<file path="config.mk">
export PLATFORM = sky130hd
export DESIGN_NAME = irq_moderator
export DESIGN_NICKNAME = d
export VERILOG_FILES = /design/src/rtl/mit_pkg.sv /design/src/rtl/mit_delay_regs.sv /design/src/rtl/mit_delay_select.sv /design/src/rtl/mit_prescaler.sv /design/src/rtl/mit_countdown.sv /design/src/rtl/irq_moderator.sv
export SDC_FILE = /design/constraint.sdc
export NUM_CORES = 1
export LEC_CHECK = 0
export BUFFER_PORTS_ARGS = -buffer_cell sky130_fd_sc_hd__buf_2
export CAP_MARGIN = 20
export CORE_MARGIN = 2
export CORE_UTILIZATION = 56
export DETAILED_ROUTE_END_ITERATION = 8
export PLACE_DENSITY = 0.92
export SETUP_SLACK_MARGIN = 0.15
export SYNTH_ARGS = -nofsm -noshare
export SYNTH_HDL_FRONTEND = slang
export SYNTH_SLANG_ARGS = --single-unit
</file>
<file path="constraint.sdc">
create_clock -name clk -period 8.9 [get_ports clk]
set_clock_uncertainty 0.1 [all_clocks]
set_input_delay 2.67 -clock clk [delete_from_list [all_inputs] [get_ports clk]]
set_output_delay 2.67 -clock clk [all_outputs]
set_load 0.02 [all_outputs]
</file>
<file path="src/rtl/mit_pkg.sv">
// Shared types for the interrupt mitigation controller.
// Assumes 16-bit delay registers and an 18-bit countdown (16 bits x 4).
package mit_pkg;
    localparam int REG_W = 16;
    localparam int DLY_W = REG_W + 2;

    typedef enum logic [1:0] {
        SEL_THROTTLE = 2'd0,
        SEL_TX_ABS   = 2'd1,
        SEL_RX_ABS   = 2'd2,
        SEL_RX_TMR   = 2'd3
    } mit_sel_e;

    typedef struct packed {
        logic [REG_W-1:0] thr;
        logic [REG_W-1:0] tx_abs;
        logic [REG_W-1:0] rx_abs;
        logic [REG_W-1:0] rx_tmr;
    } mit_regs_t;
endpackage

</file>
<file path="src/rtl/mit_delay_regs.sv">
// Holds the four mitigation delay registers.
// Assumes: one write per clock; only the low REG_W bits of the data are kept.
module mit_delay_regs
    import mit_pkg::*;
#(
    parameter int DATA_W = 32
) (
    input  logic              clk,
    input  logic              rst_n,
    input  logic              wr,
    input  logic [1:0]        sel,
    input  logic [DATA_W-1:0] wdata,
    output mit_regs_t         regs
);
    logic [REG_W-1:0] wlow;
    logic             unused_hi;

    assign wlow      = wdata[REG_W-1:0];
    assign unused_hi = ^wdata[DATA_W-1:REG_W];

    // Register update: reset clears all, a write loads the selected one.
    always_ff @(posedge clk) begin
        if (!rst_n) begin
            regs <= '0;
        end else if (wr) begin
            case (mit_sel_e'(sel))
                SEL_THROTTLE: regs.thr    <= wlow;
                SEL_TX_ABS:   regs.tx_abs <= wlow;
                SEL_RX_ABS:   regs.rx_abs <= wlow;
                default:      regs.rx_tmr <= wlow;
            endcase
        end
    end

    // without a write the registers keep their values
    a_r10_idle_stable: assert property (@(posedge clk) disable iff (!rst_n)
        !wr |=> $stable(regs));
endmodule

</file>
<file path="src/rtl/mit_delay_select.sv">
// Combinational choice of the mitigation delay from pending causes.
// Assumes the cause bit positions of the transmit and receive groups are
// given as parameters; the result is 0 when no candidate is nonzero.
module mit_delay_select
    import mit_pkg::*;
#(
    parameter int CAUSE_W  = 32,
    parameter int TXDW_BIT = 0,
    parameter int TXQE_BIT = 1,
    parameter int RXT_BIT  = 7
) (
    input  mit_regs_t          regs,
    input  logic [CAUSE_W-1:0] pending,
    input  logic               ide_flag,
    output logic [DLY_W-1:0]   dly
);
    // Keeps the smaller nonzero of the running value and a candidate.
    function automatic logic [DLY_W-1:0] shortest(input logic [DLY_W-1:0] cur,
                                                  input logic [DLY_W-1:0] cand);
        if (cand != '0 && (cur == '0 || cand < cur)) return cand;
        return cur;
    endfunction

    logic             tx_ok;
    logic             rx_ok;
    logic [DLY_W-1:0] tx_cand;
    logic [DLY_W-1:0] rx_cand;
    logic [DLY_W-1:0] thr_cand;

    assign tx_ok    = ide_flag && (pending[TXDW_BIT] || pending[TXQE_BIT]);
    assign rx_ok    = (regs.rx_tmr != '0) && pending[RXT_BIT];
    assign tx_cand  = tx_ok ? {regs.tx_abs, 2'b00} : '0;
    assign rx_cand  = rx_ok ? {regs.rx_abs, 2'b00} : '0;
    assign thr_cand = {2'b00, regs.thr};

    // Fold the three candidates into the shortest nonzero delay.
    always_comb begin
        dly = '0;
        dly = shortest(dly, tx_cand);
        dly = shortest(dly, rx_cand);
        dly = shortest(dly, thr_cand);
    end
endmodule

</file>
<file path="src/rtl/mit_prescaler.sv">
// Emits a one-clock tick every TICK_CYC clocks while the window runs.
// Assumes TICK_CYC >= 2; clr restarts the phase so a window is exact.
module mit_prescaler #(
    parameter int TICK_CYC = 32
) (
    input  logic clk,
    input  logic rst_n,
    input  logic clr,
    input  logic run,
    output logic tick
);
    localparam int PW = (TICK_CYC > 2) ? $clog2(TICK_CYC) : 1;
    localparam logic [PW-1:0] LAST = PW'(TICK_CYC - 1);

    logic [PW-1:0] phase;

    // Phase counter: restarts on clear, wraps after LAST while running.
    always_ff @(posedge clk) begin
        if (!rst_n || clr) begin
            phase <= '0;
        end else if (run) begin
            phase <= (phase == LAST) ? '0 : phase + 1'b1;
        end
    end

    assign tick = run && (phase == LAST);

    // ticks are never back to back when the period is longer than one
    a_r6_tick_spacing: assert property (@(posedge clk) disable iff (!rst_n)
        tick |=> !tick);
endmodule

</file>
<file path="src/rtl/mit_countdown.sv">
// Mitigation window timer: loads a tick count, counts it down, and flags
// expiry on the tick that takes it to zero. Assumes load only when idle.
module mit_countdown
    import mit_pkg::*;
(
    input  logic             clk,
    input  logic             rst_n,
    input  logic             load,
    input  logic [DLY_W-1:0] load_val,
    input  logic             tick,
    output logic             run,
    output logic             expire
);
    logic [DLY_W-1:0] cnt;

    // Countdown state: load opens the window, the last tick closes it.
    always_ff @(posedge clk) begin
        if (!rst_n) begin
            run <= 1'b0;
            cnt <= '0;
        end else if (load) begin
            run <= 1'b1;
            cnt <= load_val;
        end else if (tick) begin
            cnt <= cnt - 1'b1;
            if (cnt == DLY_W'(1)) run <= 1'b0;
        end
    end

    assign expire = tick && (cnt == DLY_W'(1));

    // an open window never holds a zero count
    a_r9_live_count: assert property (@(posedge clk) disable iff (!rst_n)
        run |-> (cnt != '0));
    // between ticks the remaining length does not move
    a_r10_count_hold: assert property (@(posedge clk) disable iff (!rst_n)
        (run && !tick) |=> $stable(cnt));
endmodule

</file>
<file path="src/rtl/irq_moderator.sv">
// Interrupt mitigation controller top. Holds back rising edges of the
// interrupt line for a window picked from the delay registers; falling
// edges pass at once. Assumes CLK_PERIOD_NS divides 256 and is <= 128.
module irq_moderator
    import mit_pkg::*;
#(
    parameter int CAUSE_W       = 32,
    parameter int CLK_PERIOD_NS = 8,
    parameter int TXDW_BIT      = 0,
    parameter int TXQE_BIT      = 1,
    parameter int RXT_BIT       = 7
) (
    input  logic               clk,
    input  logic               rst_n,
    input  logic               mit_en,
    input  logic [CAUSE_W-1:0] cause,
    input  logic [CAUSE_W-1:0] mask,
    input  logic               tx_desc_valid,
    input  logic               tx_desc_ide,
    input  logic               cfg_wr,
    input  logic [1:0]         cfg_sel,
    input  logic [31:0]        cfg_wdata,
    output logic               irq
);
    localparam int TICK_CYC = 256 / CLK_PERIOD_NS;

    mit_regs_t          regs;
    logic [CAUSE_W-1:0] pending;
    logic [DLY_W-1:0]   dly;
    logic               ide_q;
    logic               tick;
    logic               tmr_run;
    logic               tmr_expire;
    logic               rise_req;
    logic               compute;
    logic               start;

    assign pending  = cause & mask;
    assign rise_req = !irq && (pending != '0);
    assign compute  = rise_req && !tmr_run && mit_en;
    assign start    = compute && (dly != '0);

    mit_delay_regs #(.DATA_W(32)) regs_i (
        .clk(clk), .rst_n(rst_n), .wr(cfg_wr), .sel(cfg_sel),
        .wdata(cfg_wdata), .regs(regs)
    );

    mit_delay_select #(
        .CAUSE_W(CAUSE_W), .TXDW_BIT(TXDW_BIT),
        .TXQE_BIT(TXQE_BIT), .RXT_BIT(RXT_BIT)
    ) sel_i (
        .regs(regs), .pending(pending), .ide_flag(ide_q), .dly(dly)
    );

    mit_prescaler #(.TICK_CYC(TICK_CYC)) pre_i (
        .clk(clk), .rst_n(rst_n), .clr(start), .run(tmr_run), .tick(tick)
    );

    mit_countdown cnt_i (
        .clk(clk), .rst_n(rst_n), .load(start), .load_val(dly),
        .tick(tick), .run(tmr_run), .expire(tmr_expire)
    );

    // Delay-request flag: accumulates descriptor requests, cleared on use.
    always_ff @(posedge clk) begin
        if (!rst_n) begin
            ide_q <= 1'b0;
        end else begin
            ide_q <= (ide_q && !compute) || (tx_desc_valid && tx_desc_ide);
        end
    end

    // Line level: expiry re-evaluates, held edges wait, others follow pending.
    always_ff @(posedge clk) begin
        if (!rst_n) begin
            irq <= 1'b0;
        end else if (tmr_expire) begin
            irq <= (pending != '0);
        end else if (rise_req) begin
            if (tmr_run)       irq <= 1'b0;
            else if (!mit_en)  irq <= 1'b1;
            else               irq <= (dly == '0);
        end else begin
            irq <= (pending != '0);
        end
    end

    // an empty pending set drops the line on the next edge
    a_r2_fast_fall: assert property (@(posedge clk) disable iff (!rst_n)
        (irq && pending == '0) |=> !irq);
    // an open window keeps the line low until it expires
    a_r3_hold_in_window: assert property (@(posedge clk) disable iff (!rst_n)
        (tmr_run && !tmr_expire) |=> !irq);
    // with mitigation off a rising request passes at once
    a_r11_no_delay_off: assert property (@(posedge clk) disable iff (!rst_n)
        (!mit_en && rise_req && !tmr_run) |=> irq);
    // a zero delay raises the line without opening a window
    a_r7_zero_delay: assert property (@(posedge clk) disable iff (!rst_n)
        (compute && dly == '0) |=> (irq && !tmr_run));
    // a computation clears the flag unless a new request arrives
    a_r8_flag_used: assert property (@(posedge clk) disable iff (!rst_n)
        (compute && !(tx_desc_valid && tx_desc_ide)) |=> !ide_q);
    // the chosen delay never exceeds a nonzero throttle value
    a_r6_throttle_bound: assert property (@(posedge clk) disable iff (!rst_n)
        (regs.thr != '0) |-> (dly != '0 && dly <= {2'b00, regs.thr}));
endmodule

</file>
==> impl_metrics.json, run 1 <==
{
  "ir_worst_vdd_v": 0.000112,
  "clkTransAtPathRegs_ps": 100,
  "drc": 0,
  "dp.cells": 855,
  "finalHoldViolations": 0,
  "slew_headroom_pct": 31.1,
  "syn_inst": 682,
  "drive_gt1_share_pct": 18.4,
  "min_path_type": "flop to flop",
  "final_cells": 872,
  "postRouteAntennaNets": 0,
  "cts_made_buffers": 9,
  "startpoint_type": "primary input",
  "maxSlewViolCount": 0,
  "grt_start_max_net_pins": 90,
  "layout_common_cells": "191 x nand2_1, 91 x a21oi_1, 90 x dfxtp_1",
  "nFillCells": 772,
  "finalSetupViolCount": 0,
  "status": "complete, no violations",
  "cp_common_cell": "buf_4",
  "ys_types": 63,
  "cts_tree": "yes",
  "ys_warn_count": 0,
  "antenna_found_initial": 0,
  "initial_core_util_pct": 57.2,
  "clk_path_buf_depth": 2,
  "die_w_microns": 101,
  "synth_area_sq_um": 5260,
  "grt_first_pass_wirelength_mm": 24.4,
  "max_freq_mhz": 118,
  "ys_ff_latch": 90,
  "gr-total-overflow": 0,
  "io_pins": 105,
  "multiInputGateArea_sq_um": 3240,
  "postCtsSetupBuffers": 0,
  "cp.required_ps": 9020,
  "vias": 5331,
  "worst-path-max-fanout": 20,
  "power.density_nw_per_um2": 159,
  "io_buffers": 88,
  "drt-total-wl_mm": 14.7,
  "die_area_sq_um": 10200,
  "area_growth_pct": 13.2,
  "wl_per_cell_microns": 16.8,
  "drt_iter0_drc": 440,
  "seq_area_sq_um": 1800,
  "diodes": 0,
  "grt_pass1_vias": 5249,
  "grtUsageTotal_pct": 29.6,
  "final_common_cell": "nand2_1",
  "critical_path_arrival_ps": 8590,
  "async_flop_share_pct": 0,
  "die-height_microns": 101,
  "core-area_sq_um": 9200,
  "endpoint_kind": "flop",
  "syn_area_per_cell_sq_um": 7.72,
  "cpPeakStageDelay_ps": 690,
  "dr.pass1.iters": 5,
  "setup_tns_ps": 0,
  "rsz0062_at_grt": "false",
  "syn_nets": 818,
  "crit_type": "primary input to flop",
  "post-route-util_pct": 64.8,
  "synth-edff-count": 0,
  "root_buffer": "clkbuf_8",
  "synthFlopType": "dfxtp_1",
  "cts_max_level": 3,
  "vias_per_cell": 6.11,
  "cts_hold_buf": 0,
  "num_rows": 35,
  "crit_path_cell_trace": "buf_2 > a22oi_1 > buf_4 > nor2b_1 > buf_4 > nand2_1 > ha_1 > nand4_1 > or3_1 > nor3_2 > a211oi_4 > o21ai_0 > mux2_2 > ha_1 > a2111oi_0 > buf_4 > nand2_1 > a32oi_1 > a41oi_1 > a21boi_0 > or2_1 > a21boi_4 > a2111oi_0 > a211oi_1",
  "place.gp.congestion": 0.962,
  "place_hpwl_mm": 11.0,
  "yosysSeqAreaShare_pct": 34.2,
  "clock_latency_ps": 370,
  "nNetsFinal": 892,
  "fin_crit_ps": 8480,
  "cpMaxStageDelayCell": "a2111oi_0",
  "tightest_slew_ps": 1030,
  "p_leak_uw": 0.00237,
  "fin_crit_sh_pct": 95.3,
  "maxCapViolCount": 0,
  "cts_sinks": 90,
  "cts_resized": 0
}
==> routing by layer <==
metal  up-vias  global-route usage [%]  routed length, microns
met5         -                       0                       0
met4         0                    11.6                     349
met3        38                    4.30                     955
met2       236                    53.0                    7490
met1      2484                    35.5                    5860
li1       2573                       -                       -
==> sequential cells by signal, summed over array words and instances (netlist names) <==
signal	count
pre_i.phase	5
cnt_i.run	1
ide_q	1
cnt_i.cnt	18
regs_i.regs	64
irq	1
==> layout make-up <==
cell class	count	share of cell area, %
multi-input cells	539	54.4
flip-flops and latches	90	30.2
repair buffers	96	8.40
well taps	111	2.33
clock buffers	10	2.14
inverters	20	1.26
clock inverters	6	1.24
==> stage by stage <==
step	instance area, sq um	hold WS (ps)	setup WS [ps]	total power (uW)
after floorplan	5260	336	703	596
after global placement	5750	341	427	648
after detailed placement	5750	351	276	658
after CTS	5950	369	623	943
after global routing	5960	392	189	984
final	5960	369	423	945
==> critical path: cells and delay by family <==
kind | cells | cell delay (ps)
adders and majority gates | 2 | 630
buffers and inverters | 4 | 670
and+or+nand+nor | 7 | 1440
AOI/OAI and AO/OA | 10 | 2730
muxes | 1 | 430
==> Yosys cell counts, types with 3 or more instances <==
cell type	instances	area, sq um
mux2_2	11	124
a22oi_1	13	97.6
xnor2_1	16	140
nand2b_1	6	37.5
and3_1	3	18.8
a211oi_1	12	90.1
a2111oi_0	7	61.3
a21o_1	4	30.0
clkbuf_1	26	97.6
nor2b_1	3	18.8
dfxtp_1	90	1800
nand2_1	191	717
o21ai_0	16	80.1
nand3_1	4	20.0
nand4_1	10	62.6
a21oi_1	91	455
inv_1	19	71.3
a211o_1	3	26.3
nor2_1	19	71.3
o2111ai_1	4	35.0
a31oi_1	4	25.0
nor3_1	6	30.0
a211oi_2	5	62.6
mux2i_1	4	40.0
nor4_1	20	125
o21a_1	5	37.5
and2_1	6	37.5
ha_1	32	400
a41oi_1	3	26.3
==> power by group <==
part / internal, uW / switching (uW)
clock network: 133 / 156
registers: 425 / 21.7
logic: 80.7 / 128
total: 639 / 306
==> path summary, 6_finish.rpt <==
path                         from             end  slack (ps)  depth (start not counted)
setup reg to reg  regs_i.regs[10]   cnt_i.cnt[10]        1900                         22
hold / removal     regs_i.regs[4]  regs_i.regs[4]         370                          2
hold reg to reg    regs_i.regs[4]  regs_i.regs[4]         370                          2
setup / recovery         cause[0]   cnt_i.cnt[10]         420                         24
==> logic make-up (layout without fill, tap and decap cells) <==
group | after synthesis | count (layout) | share of synthesized area, %
AOI/OAI and AO/OA | 190 | 190 | 23.9
and+or+nand+nor | 285 | 285 | 24.1
muxes | 15 | 15 | 3.11
xor gates and xnor gates | 17 | 17 | 2.83
buffers and inverters | 53 | 132 | 4.18
adders and majority gates | 32 | 32 | 7.61
DFF | 90 | 90 | 34.2
Power figures use the tool's default switching activity.
==> inputs of run 2 (changes only) <==
GPL_TIMING_DRIVEN = 0   (was unset)
==> impl_metrics.json, run 2 (same netlist as run 1, synthesis figures left out) <==
{
  "gr-total-overflow": 0,
  "fin_crit_sh_pct": 93.5,
  "cp.required_ps": 9030,
  "cts_sinks": 90,
  "place_hpwl_mm": 12.0,
  "clkTransAtPathRegs_ps": 90,
  "min_path_type": "flop to flop",
  "die_w_microns": 101,
  "io_buffers": 88,
  "final_common_cell": "nand2_1",
  "tightest_slew_ps": 794,
  "crit_type": "primary input to flop",
  "drc": 0,
  "finalHoldViolations": 0,
  "reg.largest.list": "regs_i.regs (64), cnt_i.cnt (18), pre_i.phase (5)",
  "grtUsageTotal_pct": 31.3,
  "maxCapViolCount": 0,
  "max_freq_mhz": 120,
  "fin_crit_ps": 8320,
  "fin_area_sq_um": 6090,
  "die_area_sq_um": 10200,
  "vias": 5478,
  "finalSetupViolCount": 0,
  "status": "complete, no violations",
  "ir_worst_vdd_v": 0.000100,
  "rsz0062_at_grt": "false",
  "cts_made_buffers": 9,
  "worst-path-max-fanout": 10,
  "startpoint_type": "primary input",
  "clock_latency_ps": 380,
  "vias_per_cell": 6.11,
  "wl_per_cell_microns": 17.0,
  "power.density_nw_per_um2": 158,
  "io_pins": 105,
  "initial_core_util_pct": 57.2,
  "grt_start_max_net_pins": 17,
  "antenna_found_initial": 0,
  "cts_hold_buf": 0,
  "regMostFlops": "regs_i.regs",
  "grt_pass1_vias": 5474,
  "regToRegSetupSlack_ps": 2170,
  "grt_first_pass_wirelength_mm": 25.4,
  "postRouteAntennaNets": 0,
  "largest_reg_flops": 64,
  "clk_path_buf_depth": 2,
  "dpl_cell_area_sq_um": 5840,
  "dr.pass1.iters": 6,
  "drive_gt1_share_pct": 18.2,
  "diodes": 0,
  "nFillCells": 762,
  "place.gp.congestion": 0.915,
  "critical_path_arrival_ps": 8450,
  "area_growth_pct": 15.7,
  "maxSlewViolCount": 0,
  "finalPower_uw": 961,
  "drt-total-wl_mm": 15.3,
  "postCtsSetupBuffers": 0,
  "drt_iter0_drc": 418,
  "cpPeakStageDelay_ps": 590,
  "die-height_microns": 101,
  "cts_max_level": 3,
  "p_leak_uw": 0.00241,
  "num_rows": 35,
  "cts_tree": "yes",
  "nNetsFinal": 917,
  "cpMaxStageDelayCell": "a2111oi_0",
  "core-area_sq_um": 9200,
  "endpoint_kind": "flop",
  "slew_headroom_pct": 46.6,
  "layout_common_cells": "191 x nand2_1, 91 x a21oi_1, 90 x buf_2, 90 x dfxtp_1, 32 x ha_1",
  "root_buffer": "clkbuf_8"
}
## run 2: cell count changes in the layout (fill, tap and decap cells not counted), sizes merged
cell	before	now
buf	96	94
clkbuf	10	37
clkinvlp	2	1
inv	22	23
## run 2: metrics by stage
stage                     setup slack [ps]  hold slack [ps]  util [%]  cells  setup TNS, ps
after global placement                -352              341      63.5    881          -4770
final                                  578              362      66.2    897              0
after global routing                   211              387      66.2    897              0
after CTS                              228              362      65.8    897              0
after floorplan                        703              336         -    682              0
after detailed placement              -411              349      63.5    881          -7190
## run 2: power breakdown
group / switching, uW / internal, uW / leakage, uW / total, uW
sequential: 20.1 / 425 / 0.000732 / 445
combinational: 136 / 88.1 / 0.00158 / 224
clock: 159 / 134 / 0.0000979 / 293
## run 2: layout make-up
type	count	area (sq um)	share of cell area (%)
flip-flops and latches	90	1800	29.6
plain buffers	33	155	2.55
well taps	111	139	2.28
repair buffers	88	440	7.24
clock buffers	10	128	2.10
clock inverters	6	72.6	1.19
inverters	20	75.1	1.23
multi-input cells	539	3280	53.8
## run 2: what timing repair did
action                     in CTS  in global routing
gates cloned                    0                  0
setup endpoints to repair      19                 25
gates resized for setup         5                 13
## run 2: routing by layer
layer  vias to the layer above  global-route usage [%]  routed length, microns
met5                         -                       0                       0
met4                         0                    12.4                     453
met3                        55                    5.89                    1050
met2                       244                    55.8                    7680
met1                      2547                    36.8                    6090
li1                       2632                       -                       -
## run 2: final timing paths
kind,end,startpoint,cells after the start
setup / recovery,cnt_i.cnt[3],cause[1],25
hold / removal,regs_i.regs[14],regs_i.regs[14],2
setup reg to reg,cnt_i.cnt[3],regs_i.regs[11],24
hold reg to reg,regs_i.regs[14],regs_i.regs[14],2
## run 2: critical path: cells and delay by family
family,cells,cell delay [ps]
buffers and inverters,5,1040
AOI/OAI and AO/OA,10,2310
and+or+nand+nor,7,1360
adders and majority gates,2,660
muxes,1,390
